`src/rtl/slseq_pkg.sv`:
```
// Package: shared state and limit-code definitions for the start-up
// current-limit sequencer. The state code doubles as the limit-select code.
package slseq_pkg;
    typedef enum logic [1:0] {
        ST_IDLE     = 2'b00,   // rail off, limiter off
        ST_WINDOW   = 2'b01,   // start-up window, 150 mA limit
        ST_NORMAL   = 2'b10,   // released, normal limit
        ST_FOLDBACK = 2'b11    // excessive load, 25 mA limit
    } slseq_state_t;

    localparam int unsigned NUM_STATES = 4;
endpackage

```
`src/rtl/slseq_sync.sv`:
```
// Module: slseq_sync
// Multi-flop synchronizer for one asynchronous level signal.
// Assumes: STAGES >= 2; the input is a slow level, not a pulse.
module slseq_sync #(
    parameter int unsigned STAGES = 2
) (
    input  logic clk,
    input  logic rst_n,
    input  logic async_in,
    output logic sync_out
);
    logic [STAGES-1:0] chain;

    generate
        for (genvar i = 0; i < STAGES; i++) begin : g_stage
            // Purpose: shift the level one flop further down the chain.
            always_ff @(posedge clk) begin
                if (!rst_n) chain[i] <= 1'b0;
                else if (i == 0) chain[i] <= async_in;
                else chain[i] <= chain[(i == 0) ? 0 : i-1];
            end
        end
    endgenerate

    assign sync_out = chain[STAGES-1];
endmodule

```
`src/rtl/slseq_window_timer.sv`:
```
// Module: slseq_window_timer
// Counts the start-up window. Cleared while run is low; raises expire on the
// last cycle of a WINDOW_CYCLES-long run.
// Assumes: run stays high from window entry until expire or abort.
module slseq_window_timer #(
    parameter int unsigned WINDOW_CYCLES = 300
) (
    input  logic clk,
    input  logic rst_n,
    input  logic run,
    output logic expire
);
    localparam int unsigned CW   = $clog2(WINDOW_CYCLES + 1);
    localparam logic [CW-1:0] LAST = CW'(WINDOW_CYCLES - 1);

    logic [CW-1:0] count;

    assign expire = run && (count == LAST);

    // Purpose: count cycles spent in the window, restart when not running.
    always_ff @(posedge clk) begin
        if (!rst_n || !run) count <= '0;
        else if (!expire) count <= count + 1'b1;
    end

    // the counter never runs past the last window cycle
    a_r3_count_bounded: assert property (@(posedge clk) disable iff (!rst_n)
        count <= LAST);
    // a running window that has not expired keeps counting
    a_r3_count_steps: assert property (@(posedge clk) disable iff (!rst_n)
        (run && !expire) |=> (count == $past(count) + 1'b1) || !rst_n);
endmodule

```
`src/rtl/slseq_fsm.sv`:
```
// Module: slseq_fsm
// Mode state machine: idle -> window -> normal or fold-back, fold-back ->
// normal on recovery, any state -> idle when the rail is disabled.
// Assumes: rail_en is synchronous; tgt_sync is already synchronized.
module slseq_fsm
    import slseq_pkg::*;
(
    input  logic         clk,
    input  logic         rst_n,
    input  logic         rail_en,
    input  logic         tgt_sync,
    input  logic         win_expire,
    output logic         win_run,
    output slseq_state_t state
);
    slseq_state_t state_nx;

    assign win_run = (state == ST_WINDOW) && rail_en;

    // Purpose: compute the next mode from enable, timer and target flag.
    always_comb begin
        state_nx = state;
        if (!rail_en) begin
            state_nx = ST_IDLE;
        end else begin
            unique case (state)
                ST_IDLE:     state_nx = ST_WINDOW;
                ST_WINDOW:   if (win_expire) state_nx = tgt_sync ? ST_NORMAL : ST_FOLDBACK;
                ST_FOLDBACK: if (tgt_sync) state_nx = ST_NORMAL;
                ST_NORMAL:   state_nx = ST_NORMAL;
                default:     state_nx = ST_IDLE;
            endcase
        end
    end

    // Purpose: hold the current mode.
    always_ff @(posedge clk) begin
        if (!rst_n) state <= ST_IDLE;
        else state <= state_nx;
    end

    // enable from idle opens the window
    a_r2_enter_window: assert property (@(posedge clk) disable iff (!rst_n)
        (state == ST_IDLE && rail_en) |=> (state == ST_WINDOW));
    // target reached at expiry releases the limit
    a_r4_release: assert property (@(posedge clk) disable iff (!rst_n)
        (state == ST_WINDOW && rail_en && win_expire && tgt_sync) |=> (state == ST_NORMAL));
    // target missed at expiry folds back
    a_r5_foldback: assert property (@(posedge clk) disable iff (!rst_n)
        (state == ST_WINDOW && rail_en && win_expire && !tgt_sync) |=> (state == ST_FOLDBACK));
    // no exit from the window before expiry while enabled
    a_r3_window_holds: assert property (@(posedge clk) disable iff (!rst_n)
        (state == ST_WINDOW && rail_en && !win_expire) |=> (state == ST_WINDOW));
    // fold-back is sticky until recovery
    a_r6_fold_sticky: assert property (@(posedge clk) disable iff (!rst_n)
        (state == ST_FOLDBACK && rail_en && !tgt_sync) |=> (state == ST_FOLDBACK));
    // normal mode is kept while enabled
    a_r7_normal_hold: assert property (@(posedge clk) disable iff (!rst_n)
        (state == ST_NORMAL && rail_en) |=> (state == ST_NORMAL));
    // disable returns to idle from anywhere
    a_r8_disable: assert property (@(posedge clk) disable iff (!rst_n)
        !rail_en |=> (state == ST_IDLE));
endmodule

```
`src/rtl/startup_limit_sequencer.sv`:
```
// Module: startup_limit_sequencer (top)
// Selects the positive-rail current-limit level during and after start-up.
// Assumes: rail_en synchronous to clk; target_ok asynchronous level from a
// comparator; WINDOW_CYCLES >= 2 and SYNC_STAGES >= 2.
module startup_limit_sequencer
    import slseq_pkg::*;
#(
    parameter int unsigned WINDOW_CYCLES = 300,
    parameter int unsigned SYNC_STAGES   = 2
) (
    input  logic       clk,
    input  logic       rst_n,
    input  logic       rail_en,
    input  logic       target_ok,
    output logic [1:0] limit_sel,
    output logic [3:0] state_o
);
    logic         tgt_sync;
    logic         win_run;
    logic         win_expire;
    slseq_state_t state;

    slseq_sync #(.STAGES(SYNC_STAGES)) u_sync (
        .clk(clk), .rst_n(rst_n), .async_in(target_ok), .sync_out(tgt_sync)
    );

    slseq_window_timer #(.WINDOW_CYCLES(WINDOW_CYCLES)) u_timer (
        .clk(clk), .rst_n(rst_n), .run(win_run), .expire(win_expire)
    );

    slseq_fsm u_fsm (
        .clk(clk), .rst_n(rst_n), .rail_en(rail_en), .tgt_sync(tgt_sync),
        .win_expire(win_expire), .win_run(win_run), .state(state)
    );

    // Purpose: drive the limit code and the one-hot state view from the mode.
    always_comb begin
        limit_sel = state;
        state_o   = 4'b0001 << state;
    end

    // state indication is always one-hot
    a_r9_onehot: assert property (@(posedge clk) disable iff (!rst_n)
        $countones(state_o) == 1);
    // limit code and state bit agree
    a_r9_agree: assert property (@(posedge clk) disable iff (!rst_n)
        state_o[limit_sel] == 1'b1);
endmodule

```
`config.mk`:
```
export PLATFORM = sky130hd
export DESIGN_NAME = startup_limit_sequencer
export DESIGN_NICKNAME = d
export VERILOG_FILES = /design/src/rtl/slseq_pkg.sv /design/src/rtl/slseq_sync.sv /design/src/rtl/slseq_window_timer.sv /design/src/rtl/slseq_fsm.sv /design/src/rtl/startup_limit_sequencer.sv
export SDC_FILE = /design/constraint.sdc
export NUM_CORES = 1
export LEC_CHECK = 0
export BUFFER_PORTS_ARGS = -buffer_cell sky130_fd_sc_hd__buf_2
export CAP_MARGIN = 10
export CORE_AREA = 5 5 42 44
export CTS_CLUSTER_DIAMETER = 40
export DETAILED_ROUTE_END_ITERATION = 8
export DIE_AREA = 0 0 47 49
export GPL_TIMING_DRIVEN = 0
export PLACE_DENSITY = 0.7
export SLEW_MARGIN = 30
export SYNTH_ARGS = -nofsm -noshare
export SYNTH_HDL_FRONTEND = slang
export SYNTH_SLANG_ARGS = --single-unit
```
`constraint.sdc`:
```
create_clock -name clk -period 2 [get_ports clk]
set_input_delay 0.6 -clock clk [delete_from_list [all_inputs] [get_ports clk]]
set_output_delay 0.6 -clock clk [all_outputs]
set_load 0.05 [all_outputs]
```
==> results.md <==
* Number of global-route vias before repair at 454
* Worst-Margin Slew at 0.369 ns
* Switching Share at 0.236
* Fillers at 146
* Final Skew at 0.000552 ns
* RSZ-0062 raised after global routing: no
* Placed Area at 663 um2
* Critical path peak fanout at 8
* Synth unique cells at 28
* ANT nets after route at 0
* CP required at 1.40 ns
* Reg power frac at 0.578
* Vias per cell at 5.38
* Clk Tree Root Cell: clkbuf_4
* First drt pass iteration count at 4
* P per Cell Area at about 670 mW/mm2
* Initial DRC Count at 9
* NumNets Final at 85
* Die ar. at between 0.002 and 0.0025 mm2
* Die Ht at between 40 and 50 um
* Tot GR Track Use at 0.119
* Area of the core at 0.00140 mm2
* Leak at around 0.00024 uW
* Yosys warnings at 0
* Crit path capture type: output pin
* First-pass GRT wire length at 1.99 mm
* Syn Inst Count at 66
* Cell Chain, Critical Path: nor2b_2 > buf_2
* Final Instance Area at 689 um2
* Run status: finished clean
* CTS tree: yes
* Post-CTS setup buffers at 0
* Clock power frac at 0.354
* Num rows at 14
* Critical path's largest stage delay at 0.44 ns
* Worst Hold Class: flop to flop
* Final HPWL DP at 827 um
* Area grow syn2layout at 16.2%
* Mapped Area at 593 um2
* CP arrival at 1.18 ns
* Initial Utilization at 0.423
* Setup CP Type: flop to output pin
* DR WL/cell at approximately 12 um
* Largest net degree at the start of global routing at 10
* Seq/Total Area, Yosys at 0.439
* Remaining global-route overflow at 0
* Die width at 47 um
* Final Hold Fails at 0
* Share of post-route cells with drive strength above 1 at 0.215
* Clock sinks at 13
* # IOs at 10
* Register bit total from synthesis at 13
* Clk slew on worst S/H paths at about 0.080 ns
* Post-cts resize count at 0
* Max-cap viol count at 0
* Peak VDD IR at ~0.49 mV
* Final setup fails at 0
* Startpoint Class: flop
* Comb power frac at 0.068
* Sw power at 108 uW
* CTS max path bufs at 2
* CTS Buf Count at 3
* Cts hold-fix bufs at 0
* Slew headroom at 0.751
* RD Place Congestion at 0.744
* Post-route DRC at 0
* Htree depth at 1
* Avg Inst Size Synth at 8.99 um2
* Cell-internal power at 351 uW
* Setup TNS at 0 ns
* Clock latency on the worst-skew pair at 0.28 ns
* Antenna violations before repair at 0
* Syn nets at 71
* Pins Over Slew Limit at 0
* # diodes at 0
* Fin crit period at 1.78 ns
* DR vias at between 500 and 600
* IO buf count at 9
* Fmax at 561 MHz
* Slowest cell on crit path: dfxtp_1
* Tcrit/Tclk final at 0.891
* Detailed Route WL at 1.14 mm
-- critical path: cells and delay by family, from the launching register on --
family,cells,cell delay [ns]
buffers and inverters,1,0.27
DFF,1,0.44
and+or+nand+nor,1,0.19
-- layer usage --
metal  part of all wire  vias up  GRT usage  wire length, um
met3              0.021        2     0.0221               24
met4              0.031        0     0.0968               35
met2               0.47        6      0.163              533
met5                  0        -          0                0
li1                   -      274          -                -
met1               0.48      229      0.156              542
-- final cells by class --
cell class                      instances  area, um2  share of cell area
Clock buffer                            4       26.3              0.0381
Sequential cell                        13        260               0.377
Timing Repair Buffer                    9       45.0              0.0653
Inverter                                1       3.75             0.00544
Tap cell                               16       20.0              0.0290
Multi-Input combinational cell         52        334               0.485
-- flip-flops by register name, summed over array words and instances, names as in the netlist --
signal / cells
u_sync.chain: 1
u_sync.sync_out: 1
u_fsm.state: 2
u_timer.count: 9
-- path summary, 6_finish.rpt --
check                                         to        startpoint  slack (ns)  cells past startpoint
worst max register to register  u_timer.count[2]  u_timer.count[0]        0.44                      4
worst min-delay path             u_sync.sync_out   u_sync.chain[0]        0.44                      1
worst max-delay path                  state_o[1]    u_fsm.state[0]        0.22                      2
worst min register to register   u_sync.sync_out   u_sync.chain[0]        0.44                      1
-- cells by family after synthesis --
| logic type | count (synthesis) | synth area share |
|---|---|---|
| compound gates | 15 | 0.154 |
| xor+xnor | 2 | 0.0295 |
| fa+ha+maj | 1 | 0.0211 |
| buf+inv | 1 | 0.00632 |
| flops | 13 | 0.439 |
| simple gates | 34 | 0.350 |
-- through the flow --
stage / setup WS (ns) / instances / utilization / total power [uW] / hold WS [ns]
2_1_floorplan: 0.0933 / 66 / - / 293 / 0.412
3_3_place_gp: 0.229 / 91 / 0.473 / 302 / 0.414
3_5_place_dp: 0.219 / 91 / 0.473 / 303 / 0.418
4_1_cts: 0.199 / 95 / 0.492 / 468 / 0.440
5_1_grt: 0.128 / 95 / 0.492 / 483 / 0.468
6_report: 0.218 / 95 / 0.492 / 459 / 0.437
-- synth_stat cells (all sizes together) --
cell type	number	area [um2]
dfxtp	13	260
a21oi	6	30.0
nand3	6	30.0
nor2	4	15.0
o21ai	4	20.0
or3	4	26.3
and2	3	18.8
nand2	3	11.3
nor2b	3	18.8
nand4	2	12.5
xor2	2	17.5
a31oi	1	6.26
and3b	1	8.76
and4b	1	10.0
ha	1	12.5
inv	1	3.75
nand2b	1	6.26
nand3b	1	7.51
nand4b	1	8.76
nor3	1	5.00
nor4	1	6.26
nor4b	1	8.76
o21ba	1	10.0
o311ai	1	8.76
o31a	1	8.76
o31ai	1	7.51
or4b	1	13.8
-- power groups by stage --
stage / clock network [uW] / registers, uW / logic [uW]
after floorplan: 0 / 275 / 18.8
after global placement: 0 / 271 / 30.9
after detailed placement: 0 / 271 / 31.3
after CTS: 171 / 265 / 31.4
after global routing: 184 / 266 / 33.7
final: 162 / 265 / 31.1
-- cells in the final DEF (no fill, tap or decap), drive strengths merged, types with 2 or more instances in the layout --
| cell | synthesis | layout |
|---|---|---|
| or3 | 4 | 4 |
| nor2 | 4 | 4 |
| clkbuf | 0 | 4 |
| nand2 | 3 | 3 |
| a21oi | 6 | 6 |
| nand4 | 2 | 2 |
| nand3 | 6 | 6 |
| dfxtp | 13 | 13 |
| nor2b | 3 | 3 |
| buf | 0 | 9 |
| o21ai | 4 | 4 |
| and2 | 3 | 3 |
| xor2 | 2 | 2 |
Note: power is estimated with default switching activity, not from simulation.
